===== src/rtl/step_atten_ctrl.sv =====
module step_atten_ctrl #(
  parameter int CODE_W = 6,
  parameter int SYNC_STAGES = 2,
  parameter logic [CODE_W-1:0] PRESET_00 = CODE_W'(0),
  parameter logic [CODE_W-1:0] PRESET_01 = CODE_W'(8),
  parameter logic [CODE_W-1:0] PRESET_10 = CODE_W'(16),
  parameter logic [CODE_W-1:0] PRESET_11 = {CODE_W{1'b1}}
) (
  input  logic              clk,
  input  logic              rst_n,
  input  logic              ser_mode_i,
  input  logic [CODE_W-1:0] par_code_i,
  input  logic              sdata_i,
  input  logic              sclk_i,
  input  logic              latch_en_i,
  input  logic [1:0]        pup_sel_i,
  output logic [CODE_W-1:0] atten_code_o
);

  localparam int CNT_W = $clog2(SYNC_STAGES + 1);
  localparam int TOP   = SYNC_STAGES - 1;

  logic [SYNC_STAGES-1:0] sclk_sy, sdata_sy, le_sy, mode_sy;
  logic [CODE_W-1:0]      par_sy [SYNC_STAGES];
  logic [1:0]             pup_sy [SYNC_STAGES];

  always_ff @(posedge clk or negedge rst_n) begin
    if (!rst_n) begin
      sclk_sy  <= '0;
      sdata_sy <= '0;
      le_sy    <= '0;
      mode_sy  <= '0;
      for (int i = 0; i < SYNC_STAGES; i++) begin
        par_sy[i] <= '0;
        pup_sy[i] <= '0;
      end
    end else begin
      sclk_sy  <= {sclk_sy[TOP-1:0], sclk_i};
      sdata_sy <= {sdata_sy[TOP-1:0], sdata_i};
      le_sy    <= {le_sy[TOP-1:0], latch_en_i};
      mode_sy  <= {mode_sy[TOP-1:0], ser_mode_i};
      par_sy[0] <= par_code_i;
      pup_sy[0] <= pup_sel_i;
      for (int i = 1; i < SYNC_STAGES; i++) begin
        par_sy[i] <= par_sy[i-1];
        pup_sy[i] <= pup_sy[i-1];
      end
    end
  end

  logic              sclk_s, sdata_s, le_s, mode_s, sclk_d, rise, run;
  logic [CODE_W-1:0] par_s, preset, shreg, code_q;
  logic [1:0]        pup_s;
  logic [CNT_W-1:0]  warm_cnt;

  assign sclk_s  = sclk_sy[TOP];
  assign sdata_s = sdata_sy[TOP];
  assign le_s    = le_sy[TOP];
  assign mode_s  = mode_sy[TOP];
  assign par_s   = par_sy[TOP];
  assign pup_s   = pup_sy[TOP];
  assign rise    = sclk_s & ~sclk_d;

  always_comb begin
    case (pup_s)
      2'b00:   preset = PRESET_00;
      2'b01:   preset = PRESET_01;
      2'b10:   preset = PRESET_10;
      default: preset = PRESET_11;
    endcase
  end

  always_ff @(posedge clk or negedge rst_n) begin
    if (!rst_n) begin
      sclk_d   <= 1'b0;
      run      <= 1'b0;
      warm_cnt <= '0;
      shreg    <= '0;
      code_q   <= '0;
    end else begin
      sclk_d <= sclk_s;
      if (!run) begin
        if (warm_cnt == CNT_W'(SYNC_STAGES)) begin
          run    <= 1'b1;
          shreg  <= par_s;
          code_q <= (mode_s || le_s) ? par_s : preset;
        end else begin
          warm_cnt <= warm_cnt + 1'b1;
        end
      end else begin
        if (mode_s && rise) shreg <= {shreg[CODE_W-2:0], sdata_s};
        if (le_s) code_q <= mode_s ? shreg : par_s;
      end
    end
  end

  assign atten_code_o = code_q;

endmodule



===== config.mk =====
export PLATFORM = sky130hd
export DESIGN_NAME = step_atten_ctrl
export DESIGN_NICKNAME = d
export VERILOG_FILES = /design/src/rtl/step_atten_ctrl.sv
export SDC_FILE = /design/constraint.sdc
export NUM_CORES = 1
export LEC_CHECK = 0
export BUFFER_PORTS_ARGS = -buffer_cell sky130_fd_sc_hd__buf_2
export CAP_MARGIN = 20
export CORE_UTILIZATION = 42
export CTS_CLUSTER_SIZE = 30
export DETAILED_ROUTE_END_ITERATION = 8
export PLACE_DENSITY_LB_ADDON = 0.25
export SYNTH_ARGS = -nofsm -noshare
export SYNTH_HDL_FRONTEND = slang
export SYNTH_SLANG_ARGS = --single-unit
export TNS_END_PERCENT = 30

===== constraint.sdc =====
create_clock -name clk -period 3.6 [get_ports clk]
set_clock_uncertainty 0.15 [all_clocks]
set_input_delay 0.36 -clock clk [delete_from_list [all_inputs] [get_ports clk]]
set_output_delay 0.36 -clock clk [all_outputs]
set_load 0.02 [all_outputs]

==> impl_metrics.py, run 1 <==
metrics = {
    "hold_path": {
        "hold_path_class": "primary input to register",
    },
    "critical_path": {
        "worstSetupPathType": "register to register",
        "crit_path_top_delay_cell": "dfrtp_1",
        "critPathArrivalTime_ns": 2.03,
        "crit_fanout": 22,
        "cp.required_ns": 3.63,
        "cpLargestDelayFamily": "flip-flops",
        "cp-start-kind": "register",
        "endpoint_kind": "register",
        "cp_cell_sequence": "nand4b_1, o21ai_4, mux2_4",
        "crit_buf_inv": 0,
        "critPathMaxStageDelay_ns": 0.91,
    },
    "logic_synthesis": {
        "synth_compound_area_frac": 0.111,
        "ys_top_cells_by_area": "dfrtp_1, mux2_4, nor2_1",
        "synth_adder_area_share": 0.00806,
        "synth_fp_nets": 122,
        "ys_types": 25,
        "synthXorXnorAreaFrac": 0.00565,
        "seq_area_frac_synth": 0.645,
        "yosys.area.top_type": "dfrtp_1",
        "synth_seq_cells": 40,
        "muxShareOfSynthArea": 0.136,
        "synth_top_family_by_area": "multiplexers",
        "yosysWarnings": 0,
        "syn_area_um2": 1550,
        "netlist_instances": 107,
        "synthSimpleGateAreaFrac": 0.0556,
        "netlist.area_leader.share": 0.645,
        "avgSynthCellArea_um2": 14.5,
    },
    "finish": {
        "syn_to_final_growth_pct": 16.1,
        "fin_area_um2": 1800,
        "final_cell_mix": "dfrtp_1, buf_2, mux2_4",
        "fillers": 318,
        "final_common_cell": "dfrtp_1",
        "drive_gt1_frac": 0.315,
        "final_nets": 144,
        "n_antenna_cell": 0,
    },
    "clock_network": {
        "numCtsBuffers": 5,
        "numClockSinks": 40,
        "clk_pin_slew_ns": 0.07,
        "h-tree-depth": 2,
        "clk_latency_ns": 0.29,
        "post_cts_resized": 0,
        "cts_tree": "yes",
        "post_cts_buffers": 0,
        "cts-root-buf": "clkbuf_8",
        "cts_max_path_buffers": 2,
    },
    "global_route": {
        "grt-ovfl-total": 0,
        "antenna_found_initial": 0,
        "grt_usage": 0.138,
        "grt_pass1_vias": 867,
        "grt_max_degree": 41,
        "grt_pass1_wl_um": 3890,
    },
    "routing": {
        "postRouteAntennaNets": 0,
        "drcViolationCount": 0,
        "wl_per_cell_um": 13.3,
        "wirelength_um": 2340,
        "first_pass_iters": 4,
        "drt-initial-drc-count": 32,
        "vias": 896,
        "detail_route.vias_per_cell": 5.09,
    },
    "sta": {
        "final_max_slew_viol_count": 0,
        "slew_headroom": 0.429,
        "fin_crit_sh": 0.555,
        "worst_pin_slew_ns": 0.857,
        "finalSetupViolations": 0,
        "fmax_mhz": 500,
        "hold_viol": 0,
        "finalCriticalPeriod_ns": 2.00,
        "setup_tns_ns": 0,
        "rsz0062_at_grt": "no",
    },
    "floorplanning": {
        "core_region_area_um2": 3440,
        "die_width_um": 62.8,
        "die_y_um": 62.8,
        "ios": 20,
        "die-area_um2": 3940,
        "initial_utilization": 0.451,
        "row_count": 21,
    },
    "pwr": {
        "p_total_uw": 1100,
        "peakVddDrop_uv": 338,
        "power_leakage_uw": 0.000829,
        "p_per_area_nw_per_um2": 612,
    },
    "placement": {
        "dp_hpwl_um": 1570,
        "dpl_cell_area_um2": 1660,
        "io_buffers": 19,
        "gp_congestion": 0.731,
    },
    "run_status": {
        "status": "finished clean",
    },
    "run": {
        "cap_violations": 0,
    },
}
## flip-flops by register name (all words and copies together) (netlist names)
register	flops
pup_sy	2
sclk_sy	2
shreg	6
atten_code_o	6
pup_s	2
mode_sy	2
par_sy	6
le_sy	2
par_s	6
run	1
sdata_sy	2
warm_cnt	2
sclk_d	1
## per-layer routing
layer,track usage,routed length [µm]
met5,0,0
met3,0.0712,124
met4,0.0610,45
met1,0.161,1020
met2,0.211,1150
## final timing paths
| path | start | to | slack [ns] | depth (start not counted) |
|---|---|---|---|---|
| setup / recovery | run$_DFF_PN0_ | shreg[0]$_DFFE_PN0P_ | 1.60 | 3 |
| hold / removal | par_code_i[3] | par_sy[9]$_DFF_PN0_ | 0.01 | 1 |
| setup reg to reg | run$_DFF_PN0_ | shreg[0]$_DFFE_PN0P_ | 1.60 | 3 |
| hold reg to reg | sdata_sy[0]$_DFF_PN0_ | sdata_sy[1]$_DFF_PN0_ | 0.20 | 0 |
| max in group asynchronous | rst_n | pup_sy[3]$_DFF_PN0_ | 2.75 | 1 |
| min in group asynchronous | rst_n | atten_code_o[4]$_DFFE_PN0P_ | 0.02 | 1 |
## metrics by stage
stage	hold slack, ns	setup slack, ns	std cells	util
2_1_floorplan	-0.0856	2.03	107	-
3_3_place_gp	0.182	1.72	166	0.482
3_5_place_dp	0.185	1.62	166	0.482
4_1_cts	0.0105	1.61	174	0.518
5_1_grt	0.000769	1.53	176	0.523
6_report	0.0144	1.60	176	0.523
## kinds of logic (layout without fill, tap and decap cells)
logic type,Yosys count,after routing
compound gates,23,23
xor+xnor,1,1
fa+ha+maj,1,1
buf+inv,10,33
flops,40,40
mux,15,15
simple gates,17,17
## timing repair
action | 4_1_cts | 5_1_grt
hold buffers | 0 | 2
endpoints found under the hold margin | 0 | 2
endpoints found under the setup margin | 0 | 0
## Yosys cell counts
cell type  instances
a21oi_1            6
a22o_1             2
buf_2              2
buf_4              1
buf_6              2
clkbuf_1           1
dfrtp_1           40
ha_1               1
inv_1              4
mux2_2             1
mux2_4            12
mux2i_1            2
nand2_1            1
nand3b_1           4
nand4b_1           1
nor2_1            10
o21a_1             4
o21ai_0            2
o21ai_1            1
o21ai_4            1
o221ai_1           4
o311ai_1           2
o41a_1             1
or2_0              1
xnor2_1            1
## power breakdown
| part | switching, µW | total [µW] | internal, µW |
|---|---|---|---|
| Sequential | 44.8 | 550 | 505 |
| Combinational | 64.1 | 173 | 109 |
| Clock | 153 | 379 | 226 |
## final cells by class
type	instances	area, µm²	area share
timing repair buffer	21	115	0.0639
inverter	4	15.0	0.00833
clock inverter	2	38.8	0.0215
tap	46	57.6	0.0319
clock buffer	6	82.6	0.0458
sequential	40	1000	0.556
multi-input combinational	57	492	0.273
(Power assumes the default switching activity.)
==> run 2: changes to the inputs <==
==> constraint.sdc (replaced) <==
create_clock -name clk -period 1.88 [get_ports clk]
set_clock_uncertainty 0.15 [all_clocks]
set_input_delay 0.188 -clock clk [delete_from_list [all_inputs] [get_ports clk]]
set_output_delay 0.188 -clock clk [all_outputs]
set_load 0.02 [all_outputs]
==> run 2 against run 1 <==
Net effect: first-iteration DRC count rose by 13%; global-route usage rose by 1.1 points; design area rose by 7.0%; clock power rose by 78%; worst hold slack improved by 0.19 ns; non-clock buffer count rose by 15; wire length rose by 8.0%; critical path depth rose by 2; maximum frequency rose by 16%.
==> impl_metrics.py, run 2 (synthesis gave the netlist of run 1 again) <==
metrics = {
    "sta": {
        "rsz0062_at_grt": "no",
        "setup_tns_ns": 0,
        "slew_headroom": 0.680,
        "hold_viol": 0,
        "fin_crit_sh": 0.914,
        "final_max_slew_viol_count": 0,
        "fmax_mhz": 582,
        "worst_pin_slew_ns": 0.479,
        "finalSetupViolations": 0,
        "finalCriticalPeriod_ns": 1.72,
    },
    "floorplanning": {
        "row_count": 21,
        "core_region_area_um2": 3440,
        "ios": 20,
        "die-area_um2": 3940,
        "die_width_um": 62.8,
        "initial_utilization": 0.451,
        "die_y_um": 62.8,
    },
    "critical_path": {
        "cp-start-kind": "register",
        "crit_fanout": 7,
        "ff2ff_path_depth": 5,
        "critPathArrivalTime_ns": 1.74,
        "reg2reg_slack_ns": 0.16,
        "endpoint_kind": "register",
        "r2r-end": "shreg[4]$_DFFE_PN0P_",
        "r2r_start": "warm_cnt[0]$_DFFE_PN0P_",
        "worstSetupPathType": "register to register",
        "cp.required_ns": 1.90,
    },
    "global_route": {
        "antenna_found_initial": 0,
        "grt-ovfl-total": 0,
        "grt_usage": 0.148,
        "grt_pass1_wl_um": 4350,
        "use_met3": 0.0602,
        "grt_pass1_vias": 986,
        "use_met2": 0.246,
        "grt_max_degree": 41,
        "grt_use_met1": 0.169,
        "busiest_layer": "met2",
    },
    "placement": {
        "gp_congestion": 0.742,
        "dpl_cell_area_um2": 1690,
        "io_buffers": 19,
        "placedCellCount": 170,
        "dp_hpwl_um": 1660,
    },
    "routing": {
        "wirelength_um": 2530,
        "first_pass_iters": 4,
        "vias": 931,
        "drcViolationCount": 0,
        "detail_route.vias_per_cell": 4.87,
        "drt-initial-drc-count": 36,
        "wl_per_cell_um": 13.2,
        "postRouteAntennaNets": 0,
    },
    "hold_path": {
        "worstHoldStart": "sclk_sy[0]$_DFF_PN0_",
        "hold-path-endpoint": "sclk_sy[1]$_DFF_PN0_",
        "holdPathStages": 0,
        "hold_path_class": "register to register",
    },
    "clock_network": {
        "cts-root-buf": "clkbuf_8",
        "clk_latency_ns": 0.29,
        "numCtsBuffers": 5,
        "cts_tree": "yes",
        "clk_pin_slew_ns": 0.07,
        "h-tree-depth": 2,
        "post_cts_buffers": 0,
        "numClockSinks": 40,
        "cts_max_path_buffers": 2,
    },
    "pwr": {
        "peakVddDrop_uv": 679,
        "power_leakage_uw": 0.000886,
        "p_per_area_nw_per_um2": 1080,
        "p_total_uw": 2080,
    },
    "finish": {
        "syn_to_final_growth_pct": 24.3,
        "drive_gt1_frac": 0.303,
        "final_common_cell": "dfrtp_1",
        "fin_area_um2": 1930,
        "final_cell_mix": "dfrtp_1, buf_2, dlygate4sd3_1",
        "n_antenna_cell": 0,
        "final_nets": 159,
        "stdcell_count": 191,
    },
    "run_status": {
        "status": "finished clean",
    },
    "run": {
        "cap_violations": 0,
    },
}
-- run 2: how the worst max path moves through the flow --
stage	start	end	slack, ns
after floorplan	warm_cnt[0]$_DFFE_PN0P_	shreg[0]$_DFFE_PN0P_	0.31
after global placement	warm_cnt[0]$_DFFE_PN0P_	shreg[2]$_DFFE_PN0P_	0.23
after detailed placement	warm_cnt[0]$_DFFE_PN0P_	shreg[1]$_DFFE_PN0P_	0.19
after CTS	warm_cnt[0]$_DFFE_PN0P_	shreg[4]$_DFFE_PN0P_	0.17
after global routing	warm_cnt[0]$_DFFE_PN0P_	shreg[3]$_DFFE_PN0P_	0.09
final	warm_cnt[0]$_DFFE_PN0P_	shreg[4]$_DFFE_PN0P_	0.16
-- run 2: final cells by class --
type                            instances  area (µm²)
Clock buffer                            6        72.6
Clock inverter                          2        35.0
Fill cell                             287        1510
Inverter                                4        15.0
Multi-Input combinational cell         57         492
Sequential cell                        40        1000
Tap cell                               46        57.6
Timing Repair Buffer                   36         255
-- run 2: what timing repair did --
item | 4_1_cts | 5_1_grt
resized for setup | 0 | 0
endpoints found under the hold margin | 52 | 0
hold buffers | 13 | 0
-- run 2: per-stage QoR --
step            util  setup WS (ns)  hold slack (ns)
2_1_floorplan      -          0.312           -0.258
3_3_place_gp   0.491          0.232            0.110
3_5_place_dp   0.491          0.185            0.123
4_1_cts        0.560          0.169            0.201
5_1_grt        0.560         0.0922            0.207
6_report       0.560          0.162            0.200
-- run 2: layer usage --
layer / up-vias / part of all wire
li1: 447 / -
met1: 464 / 0.45
met2: 16 / 0.51
met3: 4 / 0.035
met4: 0 / 0.0095
met5: - / 0
-- run 2: power by group --
part / leakage, µW / switching [µW] / internal [µW]
combinational: 0.000373 / 133 / 227
sequential: 0.000458 / 78.7 / 967
clock: 0.0000552 / 282 / 394
-- run 2: worst max-delay path, stage by stage (launching register included) --
cell,delay (ns)
dfrtp_1,0.40
inv_1,0.07
ha_1,0.26
inv_1,0.10
o21ai_4,0.30
mux2_4,0.33
==> run 3: changes to the inputs <==
--- a/config.mk
+++ b/config.mk
@@ -5,6 +5,7 @@
 export SDC_FILE = /design/constraint.sdc
 export NUM_CORES = 1
 export LEC_CHECK = 0
+export ABC_AREA = 1
 export BUFFER_PORTS_ARGS = -buffer_cell sky130_fd_sc_hd__buf_2
 export CAP_MARGIN = 20
 export CORE_UTILIZATION = 42
==> run 3 against run 2 <==
Net effect: count of clock-buffer cells in the layout shrank 1; design area grew 2.1%; synthesized cell count grew 46%.
==> impl_metrics.py, run 3 <==
metrics = {
    "floorplanning": {
        "row_count": 22,
        "die_y_um": 63.6,
        "ios": 20,
        "initial_utilization": 0.435,
        "core_region_area_um2": 3660,
        "die_width_um": 63.6,
        "die-area_um2": 4040,
    },
    "routing": {
        "drcViolationCount": 0,
        "detail_route.vias_per_cell": 4.47,
        "first_pass_iters": 4,
        "wirelength_um": 2550,
        "wl_per_cell_um": 10.6,
        "drt-initial-drc-count": 29,
        "vias": 1078,
        "postRouteAntennaNets": 0,
    },
    "clock_network": {
        "numCtsBuffers": 5,
        "cts_tree": "yes",
        "cts-root-buf": "clkbuf_8",
        "post_cts_buffers": 0,
        "cts_max_path_buffers": 2,
        "cts_hold_buffers": 13,
        "clk_pin_slew_ns": 0.07,
        "numClockSinks": 40,
        "clk_latency_ns": 0.29,
        "h-tree-depth": 2,
        "post_cts_resized": 0,
    },
    "run": {
        "cap_violations": 0,
    },
    "sta": {
        "worst_pin_slew_ns": 0.479,
        "setup_tns_ns": 0,
        "rsz0062_at_grt": "no",
        "timing.hold.ws_ns": 0.199,
        "fin_crit_sh": 0.803,
        "final_max_slew_viol_count": 0,
        "fmax_mhz": 662,
        "slew_headroom": 0.681,
        "finalCriticalPeriod_ns": 1.51,
        "hold_viol": 0,
        "finalSetupViolations": 0,
    },
    "hold_path": {
        "worstHoldStart": "par_sy[6]$_DFF_PN0_",
        "hold_path_class": "register to register",
        "hold-path-endpoint": "par_s[0]$_DFF_PN0_",
        "holdPathStages": 0,
    },
    "critical_path": {
        "startpoint": "warm_cnt[0]$_DFFE_PN0P_",
        "crit_fanout": 12,
        "cp-start-kind": "register",
        "cp.required_ns": 1.95,
        "critPathArrivalTime_ns": 1.58,
        "r2r-end": "shreg[0]$_DFFE_PN0P_",
        "r2r_start": "warm_cnt[0]$_DFFE_PN0P_",
        "worstSetupPathType": "register to register",
        "reg2reg_slack_ns": 0.37,
        "endpoint_kind": "register",
        "ff2ff_path_depth": 7,
    },
    "finish": {
        "fillers": 353,
        "fin_util": 0.538,
        "drive_gt1_frac": 0.238,
        "syn_to_final_growth_pct": 23.6,
        "multi_input_area_um2": 463,
        "final_common_cell": "dfrtp_1",
        "n_antenna_cell": 0,
        "final_cell_mix": "dfrtp_1, nand2_1, nor2_1",
        "register_area_um2": 1000,
        "final_nets": 208,
    },
    "logic_synthesis": {
        "ys_top_cells_by_area": "dfrtp_1, nand2_1, nor2_1",
        "syn_area_um2": 1590,
        "synth_edf_count": 0,
        "seq_area_frac_synth": 0.628,
        "avgSynthCellArea_um2": 10.2,
        "ys.flop_type": "dfrtp_1",
        "synth_fp_nets": 171,
        "synth_seq_cells": 40,
        "yosys.area.top_type": "dfrtp_1",
        "yosysMostFrequentCell": "dfrtp_1",
        "synthTopCellsByCount": "dfrtp_1, nand2_1, nor2_1, inv_1, nand3_1",
        "netlist_instances": 156,
        "netlist.area_leader.share": 0.628,
        "synth-async-reset-ratio": 1.00,
        "ys_types": 19,
        "yosysWarnings": 0,
    },
    "pwr": {
        "p_per_area_nw_per_um2": 1020,
        "peakVddDrop_uv": 652,
        "power_leakage_uw": 0.000972,
    },
    "global_route": {
        "grt_pass1_wl_um": 4390,
        "grt_max_degree": 41,
        "grt_usage": 0.146,
        "antenna_found_initial": 0,
        "grt_pass1_vias": 1048,
        "grt-ovfl-total": 0,
    },
    "placement": {
        "dp_hpwl_um": 1810,
        "gp_congestion": 0.819,
        "io_buffers": 19,
    },
    "run_status": {
        "status": "finished clean",
    },
}
[run 3: logic make-up (layout without fill, tap and decap cells)]
group           count (synthesis)  after routing  synth area share
flops                          40             40             0.628
compound gates                 13             13            0.0550
xor+xnor                        1              1           0.00550
buf+inv                        24             61            0.0809
fa+ha+maj                       1              1           0.00785
simple gates                   77             77             0.222
[run 3: routing by layer]
layer,part of all wire,vias to the layer above,GRT usage
li1,-,540,-
met1,0.43,503,0.162
met2,0.51,30,0.245
met3,0.049,5,0.0507
met4,0.014,0,0.0767
met5,0,-,0
[run 3: critical path, cell delays in order (launching register included)]
cell and delay [ns]:
dfrtp_1 0.36, inv_1 0.05, ha_1 0.22, nor2_4 0.15, inv_2 0.07, nand2_2 0.26
nand2_1 0.11, o21ai_2 0.07
[run 3: final cells by class]
type | instances | share of cell area
timing repair buffer | 34 | 0.122
clock buffer | 5 | 0.0350
tap | 48 | 0.0305
sequential | 40 | 0.509
clock inverter | 2 | 0.0305
multi-input combinational | 92 | 0.235
inverter | 20 | 0.0381
[run 3: through the flow]
| stage | area, µm² | power, µW | cells | worst slack [ns] |
|---|---|---|---|---|
| 4_1_cts | 1970 | 2050 | 241 | 0.363 |
| 6_report | 1970 | 2020 | 241 | 0.370 |
| 3_3_place_gp | 1710 | 1220 | 221 | 0.437 |
| 3_5_place_dp | 1710 | 1230 | 221 | 0.375 |
| 5_1_grt | 1970 | 2110 | 241 | 0.262 |
| 2_1_floorplan | 1590 | 1150 | 156 | 0.544 |
[run 3: report_power, final]
part	total (µW)	internal (µW)	switching (µW)
Combinational	240	106	134
Sequential	984	935	48.7
Clock	793	522	271
Total	2020	1560	454
[run 3: worst max-delay path by stage]
stage                      endpoint  slack, ns  cells after the start
4_1_cts        shreg[0]$_DFFE_PN0P_       0.36                      7
2_1_floorplan  shreg[0]$_DFFE_PN0P_       0.54                      7
6_report       shreg[0]$_DFFE_PN0P_       0.37                      7
3_3_place_gp   shreg[1]$_DFFE_PN0P_       0.44                      7
3_5_place_dp   shreg[0]$_DFFE_PN0P_       0.38                      7
5_1_grt        shreg[1]$_DFFE_PN0P_       0.26                      7
